File: config.mk
export PLATFORM = sky130hd
export DESIGN_NAME = sw_toggle_switch
export DESIGN_NICKNAME = d
export VERILOG_FILES = /design/src/rtl/sw_pkg.sv /design/src/rtl/sw_req_filter.sv /design/src/rtl/sw_state_reg.sv /design/src/rtl/sw_resp_gen.sv /design/src/rtl/sw_toggle_switch.sv
export SDC_FILE = /design/constraint.sdc
export NUM_CORES = 1
export LEC_CHECK = 0
export CAP_MARGIN = 0
export CORE_AREA = 2 2 39 41
export DETAILED_ROUTE_END_ITERATION = 12
export DIE_AREA = 0 0 41 43
export GPL_ROUTABILITY_DRIVEN = 0
export PLACE_DENSITY = 0.4
export SLEW_MARGIN = 0
export SYNTH_ARGS = -nofsm -noshare
export SYNTH_HDL_FRONTEND = slang
export SYNTH_SLANG_ARGS = --single-unit
export TNS_END_PERCENT = 5
File: constraint.sdc
create_clock -name clk_i -period 1.5 [get_ports clk_i]
set_input_delay 0.3 -clock clk_i [delete_from_list [all_inputs] [get_ports clk_i]]
set_output_delay 0.3 -clock clk_i [all_outputs]
set_load 0.01 [all_outputs]
File: src/rtl/sw_pkg.sv
package sw_pkg;
  typedef enum logic {
    SW_OFF = 1'b0,
    SW_ON  = 1'b1
  } sw_level_e;

  typedef struct packed {
    logic tog;
    logic rd;
  } sw_cmd_t;
endpackage

File: src/rtl/sw_req_filter.sv
module sw_req_filter
  import sw_pkg::*;
(
  input  logic    clk_i,
  input  logic    rst_ni,
  input  logic    set_i,
  input  logic    read_i,
  input  logic    busy_i,
  output sw_cmd_t cmd_o,
  output logic    err_o
);
  logic collide, early, err_q;

  assign collide = set_i & read_i;
  assign early   = (set_i | read_i) & busy_i;

  always_comb begin
    cmd_o     = '0;
    cmd_o.tog = set_i  & ~read_i & ~busy_i;
    cmd_o.rd  = read_i & ~set_i  & ~busy_i;
  end

  always_ff @(posedge clk_i or negedge rst_ni) begin
    if (!rst_ni)              err_q <= 1'b0;
    else if (collide | early) err_q <= 1'b1;
  end
  assign err_o = err_q;

  a_r7_collide_flags: assert property (@(posedge clk_i) disable iff (!rst_ni)
    (set_i && read_i) |=> err_o);
  a_r6_early_flags: assert property (@(posedge clk_i) disable iff (!rst_ni)
    ((set_i || read_i) && busy_i) |=> err_o);
  a_r8_err_sticky: assert property (@(posedge clk_i) disable iff (!rst_ni)
    err_o |=> err_o);
endmodule

File: src/rtl/sw_state_reg.sv
module sw_state_reg
  import sw_pkg::*;
(
  input  logic      clk_i,
  input  logic      rst_ni,
  input  logic      tog_i,
  output sw_level_e level_o
);
  sw_level_e level_q;

  always_ff @(posedge clk_i or negedge rst_ni) begin
    if (!rst_ni)    level_q <= SW_OFF;
    else if (tog_i) level_q <= (level_q == SW_ON) ? SW_OFF : SW_ON;
  end
  assign level_o = level_q;

  a_r2_toggle_flips: assert property (@(posedge clk_i) disable iff (!rst_ni)
    tog_i |=> (level_o != $past(level_o)));
  a_r3_hold_level: assert property (@(posedge clk_i) disable iff (!rst_ni)
    !tog_i |=> $stable(level_o));
endmodule

File: src/rtl/sw_resp_gen.sv
module sw_resp_gen
  import sw_pkg::*;
(
  input  logic      clk_i,
  input  logic      rst_ni,
  input  sw_cmd_t   cmd_i,
  input  sw_level_e level_i,
  output logic      ack_o,
  output logic      on_o,
  output logic      off_o,
  output logic      busy_o
);
  logic ack_q, on_q, off_q;

  always_ff @(posedge clk_i or negedge rst_ni) begin
    if (!rst_ni) begin
      ack_q <= 1'b0;
      on_q  <= 1'b0;
      off_q <= 1'b0;
    end else begin
      ack_q <= cmd_i.tog;
      on_q  <= cmd_i.rd & (level_i == SW_ON);
      off_q <= cmd_i.rd & (level_i == SW_OFF);
    end
  end

  assign ack_o  = ack_q;
  assign on_o   = on_q;
  assign off_o  = off_q;
  assign busy_o = ack_q | on_q | off_q;

  a_r5_onehot_resp: assert property (@(posedge clk_i) disable iff (!rst_ni)
    $onehot0({ack_o, on_o, off_o}));
  a_r5_single_pulse: assert property (@(posedge clk_i) disable iff (!rst_ni)
    busy_o |=> !busy_o);
endmodule

File: src/rtl/sw_toggle_switch.sv
module sw_toggle_switch
  import sw_pkg::*;
(
  input  logic clk_i,
  input  logic rst_ni,
  input  logic set_i,
  input  logic read_i,
  output logic ack_o,
  output logic on_o,
  output logic off_o,
  output logic level_o,
  output logic err_o
);
  sw_cmd_t   cmd;
  sw_level_e level;
  logic      busy;

  sw_req_filter u_filter (
    .clk_i (clk_i), .rst_ni(rst_ni), .set_i(set_i), .read_i(read_i),
    .busy_i(busy), .cmd_o(cmd), .err_o(err_o)
  );

  sw_state_reg u_state (
    .clk_i(clk_i), .rst_ni(rst_ni), .tog_i(cmd.tog), .level_o(level)
  );

  sw_resp_gen u_resp (
    .clk_i(clk_i), .rst_ni(rst_ni), .cmd_i(cmd), .level_i(level),
    .ack_o(ack_o), .on_o(on_o), .off_o(off_o), .busy_o(busy)
  );

  assign level_o = (level == SW_ON);

  a_r3_off_answer: assert property (@(posedge clk_i) disable iff (!rst_ni)
    (read_i && !set_i && !(ack_o || on_o || off_o) && !level_o) |=> (off_o && !on_o && !level_o));
  a_r4_on_answer: assert property (@(posedge clk_i) disable iff (!rst_ni)
    (read_i && !set_i && !(ack_o || on_o || off_o) && level_o) |=> (on_o && !off_o && level_o));
  a_r6_ignored: assert property (@(posedge clk_i) disable iff (!rst_ni)
    ((set_i || read_i) && (ack_o || on_o || off_o)) |=> (!ack_o && !on_o && !off_o && $stable(level_o)));
  a_r7_ignored: assert property (@(posedge clk_i) disable iff (!rst_ni)
    (set_i && read_i) |=> (!ack_o && !on_o && !off_o && $stable(level_o)));
endmodule

Word-level counts from Yosys, hierarchy flattened
Index checks and enable logic that the tools add are counted.
{ "op_classes": {"addsub": 0, "n_mul": 0, "div": 0, "magnitude_cmp": 0, "n_eq_ne": 0, "n_shift": 0, "n_mux": 1, "bitwise": 16, "n_reduce_logical": 0} }
{ "ops": {"columns": ["op", "n"], "rows": [
  ["1-bit bitwise AND", 8],
  ["1-bit NOT", 4],
  ["1-bit OR", 4],
  ["1-bit two-way mux", 1]
]} }
{ "word_totals": {"ff_bits": 5, "latchBits": 0, "ram_bits": 0, "rom_bits": 0, "input_bits": 4, "out_inout_bits": 5, "word_cells": 22, "n_memories": 0} }

Longest topological paths before layout
{ "logic_depth": {"ltp_word": 5, "ltp_mapped": 3, "depth_no_buf": 3} }

Hierarchy
A second synthesis with hierarchy kept.
{ "hier_totals": {"hier_cells": 14, "hier_area_um2": 183.9} }
{ "modules_own_cells": {"columns": ["mod", "instances", "cells_per_inst", "area_each_um2", "seq_area_each_um2"], "rows": [
  ["sw_resp_gen", 1, 6, 93.8, 75.1],
  ["sw_req_filter", 1, 6, 56.3, 25.0],
  ["sw_state_reg", 1, 2, 33.8, 25.0]
]} }

Worst setup path before layout
OpenSTA, ideal clock, no wires.
{ "synth_path": {"path_type": "register to register", "startpoint": "register u_resp.off_q, in the netlist u_resp.off_o", "endpoint": "register u_state.level_q, in the netlist u_state.level_o", "setup_time_ps": 80, "arrival_ps": 1153, "required_time_ps": 1420, "setup_slack_ps": 267, "path_stages_with_launch": 4, "path_buffers": 0, "period_less_slack_ps": 1233, "cell_sequence": "dfrtp_1 -> or3_4 -> nor3b_4 -> xnor2_1"} }
{ "synth_between": {"elab_chain_cells": 3} }
{ "synth_rtl": {"columns": ["item", "line_no", "source"], "rows": [
  ["start: declaration", "sw_resp_gen.sv:13", "logic ack_q, on_q, off_q;"],
  ["start signal: assignment", "sw_resp_gen.sv:23", "off_q <= cmd_i.rd & (level_i == SW_OFF);"],
  ["1-bit OR", "sw_resp_gen.sv:30", "assign busy_o = ack_q | on_q | off_q;"],
  ["1-bit NOT", "sw_req_filter.sv:19", "cmd_o.tog = set_i & ~read_i & ~busy_i;"],
  ["1-bit bitwise AND", "sw_req_filter.sv:19", null],
  ["net u_state.tog_i", "sw_state_reg.sv:6", "input logic tog_i,"],
  ["end signal: assignment", "sw_state_reg.sv:13", "else if (tog_i) level_q <= (level_q == SW_ON) ? SW_OFF : SW_ON;"],
  ["end: declaration", "sw_state_reg.sv:9", "sw_level_e level_q;"]
]} }
The timed path passes the listed nets, and every way through them passes these cells.
A chain may end at the register's enable or synchronous reset.

Worst setup path after layout
{ "layout_path": {"startpoint": "register u_state.level_q, in the netlist u_state.level_o", "endpoint": "output port level_o"} }
{ "layout_lines": {"columns": ["item", "line_no", "source"], "rows": [
  ["end: declaration", "sw_toggle_switch.sv:11", "output logic level_o,"]
]} }
No word-level cell between the ends.

==> flow_metrics.env <==
export IMPL_status="finished clean"
export IMPL_synth_top_area_frac=0.621
export IMPL_num_nets_final=31
export IMPL_globalRouteMet3Util=0.0524
export IMPL_syn_to_final_growth_pct=62.7
export IMPL_wl_per_cell_um=9.00
export IMPL_required_ns=1.20
export IMPL_fin_skew_ns=0.000767
export IMPL_final_layout_size_suffix_gt1_frac=0.192
export IMPL_portBuffers=8
export IMPL_syn_area_um2=201
export IMPL_synth_area_leaders="dfrtp_1 (62%), nor3b_4 (9.3%), nor4b_1 (8.7%)"
export IMPL_setup_viol=0
export IMPL_hold_path_class="input pin to async pin"
export IMPL_rows=14
export IMPL_p_sw_mw=0.141
export IMPL_ant_nets=0
export IMPL_crit_path_start_kind="flop"
export IMPL_tns_ns=0
export IMPL_power_frac_seq=0.369
export IMPL_grt_ovfl_total=0
export IMPL_hold_buffers=0
export IMPL_grt_usage=0.0679
export IMPL_synth_distinct_cells=9
export IMPL_clkTransAtPathRegs_ns=0.05
export IMPL_drc=0
export IMPL_drv_cap=0
export IMPL_hold_viol_final=0
export IMPL_hpwl_um=270
export IMPL_clk_latency_ns=0.24
export IMPL_synth_warnings=0
export IMPL_instances_no_fill=42
export IMPL_worst_setup_path_end_kind="output pin"
export IMPL_cts_setup_buffers=0
export IMPL_drtPass1Iterations=4
export IMPL_grt_use_met1=0.0828
export IMPL_finalCriticalPeriod_ns=1.47
export IMPL_fillers=148
export IMPL_arrival_ns=1.17
export IMPL_clock_sinks=5
export IMPL_path_class="flop to output pin"
export IMPL_rsz0062_at_grt="false"
export IMPL_die_w_um=41
export IMPL_dpl_cell_count=38
export IMPL_cts_tree="done"
export IMPL_fin_util=0.237
export IMPL_grt_pass1_vias=166
export IMPL_yosysSeqAreaShare=0.621
export IMPL_global_route_peak_usage_layer="met1"
export IMPL_ys_ff_latch=5
export IMPL_grt_antenna_before_repair=0
export IMPL_tightest_slew_ns=0.278
export IMPL_dr_first_iter_drc_count=3
export IMPL_cts_resized=0
export IMPL_power_leakage_nw=0.133
export IMPL_die_h_um=43
export IMPL_pwr_density_cell_nw_per_um2=1480
export IMPL_grt_max_degree=6
export IMPL_peakVddDrop_uv=600
export IMPL_syn_area_per_cell_um2=14.4
export IMPL_crit_fanout=3
export IMPL_cts_buffer_depth=2
export IMPL_synth_top_area_cell="dfrtp_1"
export IMPL_slew_viol_final=0
export IMPL_p_clk_frac=0.334
export IMPL_pin_count=9
export IMPL_min_period_over_period=0.980
export IMPL_cpMaxStageDelayCell="clkdlybuf4s50_1"
export IMPL_regToRegSetupSlack_ns=0.26
export IMPL_core_um2=1380
export IMPL_p_int_mw=0.343
export IMPL_diodes=0
export IMPL_p_sw_frac=0.291
export IMPL_synthesis_instances=14
export IMPL_crit_path_max_incr_delay_ns=0.55
export IMPL_dieArea_um2=1760
export IMPL_path_buf_inv=1
export IMPL_avgViaCountPerCell=3.60
export IMPL_slew_headroom=0.812
export IMPL_final_cell_mix="clkdlybuf4s50_1 (8), dfrtp_1 (5), clkbuf_4 (3), nor4b_1 (2)"
export IMPL_cp_top_family="buffers and inverters"
export IMPL_grt_first_pass_wirelength_um=710
export IMPL_fin_total_pwr_mw=0.484
export IMPL_final_common_cell="clkdlybuf4s50_1"
export IMPL_path_cells="clkdlybuf4s50_1"
export IMPL_comb_power_share=0.297
export IMPL_wl_um=378
export IMPL_syn_nets=18
export IMPL_initial_utilization=0.146
export IMPL_htree_num_levels=1
export IMPL_dr_total_vias=151
export IMPL_numCtsBuffers=3
export IMPL_root_buffer="clkbuf_4"
export IMPL_fmax_mhz=680
export IMPL_use_met2=0.0719
export IMPL_hold_ws_ns=0.273
==> cell usage after synthesis <==
| cell type | n |
|---|---|
| nor2_1 | 1 |
| dfrtp_1 | 5 |
| inv_1 | 1 |
| or3_4 | 1 |
| a21oi_1 | 1 |
| nor4b_1 | 2 |
| nor3b_4 | 1 |
| xnor2_1 | 1 |
| o21bai_1 | 1 |
==> flip-flops by register name (all words and copies together), names as in the netlist <==
register and cells:
u_filter.err_o 1, u_resp.ack_o 1, u_state.level_o 1, u_resp.off_o 1, u_resp.on_o 1
==> path summary, 6_finish.rpt <==
check                                                  from                          end  depth (start not counted)
max in group asynchronous                            rst_ni       u_resp.ack_o$_DFF_PN0_                          1
worst min-delay path                                 rst_ni        u_resp.on_o$_DFF_PN0_                          1
worst max register to register       u_resp.off_o$_DFF_PN0_  u_state.level_o$_DFFE_PN0P_                          3
worst min register to register   u_filter.err_o$_DFFE_PN0P_   u_filter.err_o$_DFFE_PN0P_                          1
min in group clk_i               u_filter.err_o$_DFFE_PN0P_   u_filter.err_o$_DFFE_PN0P_                          1
worst max-delay path            u_state.level_o$_DFFE_PN0P_                      level_o                          1
==> power groups by stage <==
stage                     clock, mW  combinational, mW  sequential (mW)
after floorplan                   0             0.0623            0.189
after global placement            0              0.148            0.179
after detailed placement          0              0.144            0.180
after CTS                     0.169              0.146            0.179
after global routing          0.181              0.157            0.181
final                         0.162              0.144            0.179
==> stage by stage <==
stage	worst slack (ns)	cell area, µm²
4_1_cts	0.0214	328
3_5_place_dp	0.211	302
6_report	0.0293	328
2_1_floorplan	0.267	201
3_3_place_gp	0.191	302
5_1_grt	0.00151	328
==> cells by family (layout without fill, tap and decap cells) <==
| kind of cell | Yosys count | in the layout | synth area share |
|---|---|---|---|
| buffers and inverters | 1 | 13 | 0.0186 |
| AO/OA/AOI/OAI | 2 | 2 | 0.0621 |
| flip-flops | 5 | 5 | 0.621 |
| AND/OR/NAND/NOR | 5 | 5 | 0.255 |
| XOR/XNOR | 1 | 1 | 0.0435 |
==> metal layers <==
layer | part of all wire | up-vias
met5 | 0 | -
met4 | 0 | 0
met3 | 0.15 | 0
met2 | 0.39 | 9
met1 | 0.46 | 69
li1 | - | 73
==> final cells by class <==
type	count	area (µm²)	share of cell area
Tap cell	16	20.0	0.0611
Multi-Input combinational cell	8	72.6	0.221
Clock buffer	4	26.3	0.0802
Timing Repair Buffer	8	80.1	0.244
Inverter	1	3.75	0.0115
Sequential cell	5	125	0.382
No activity file was read; power rests on OpenSTA's default activity.
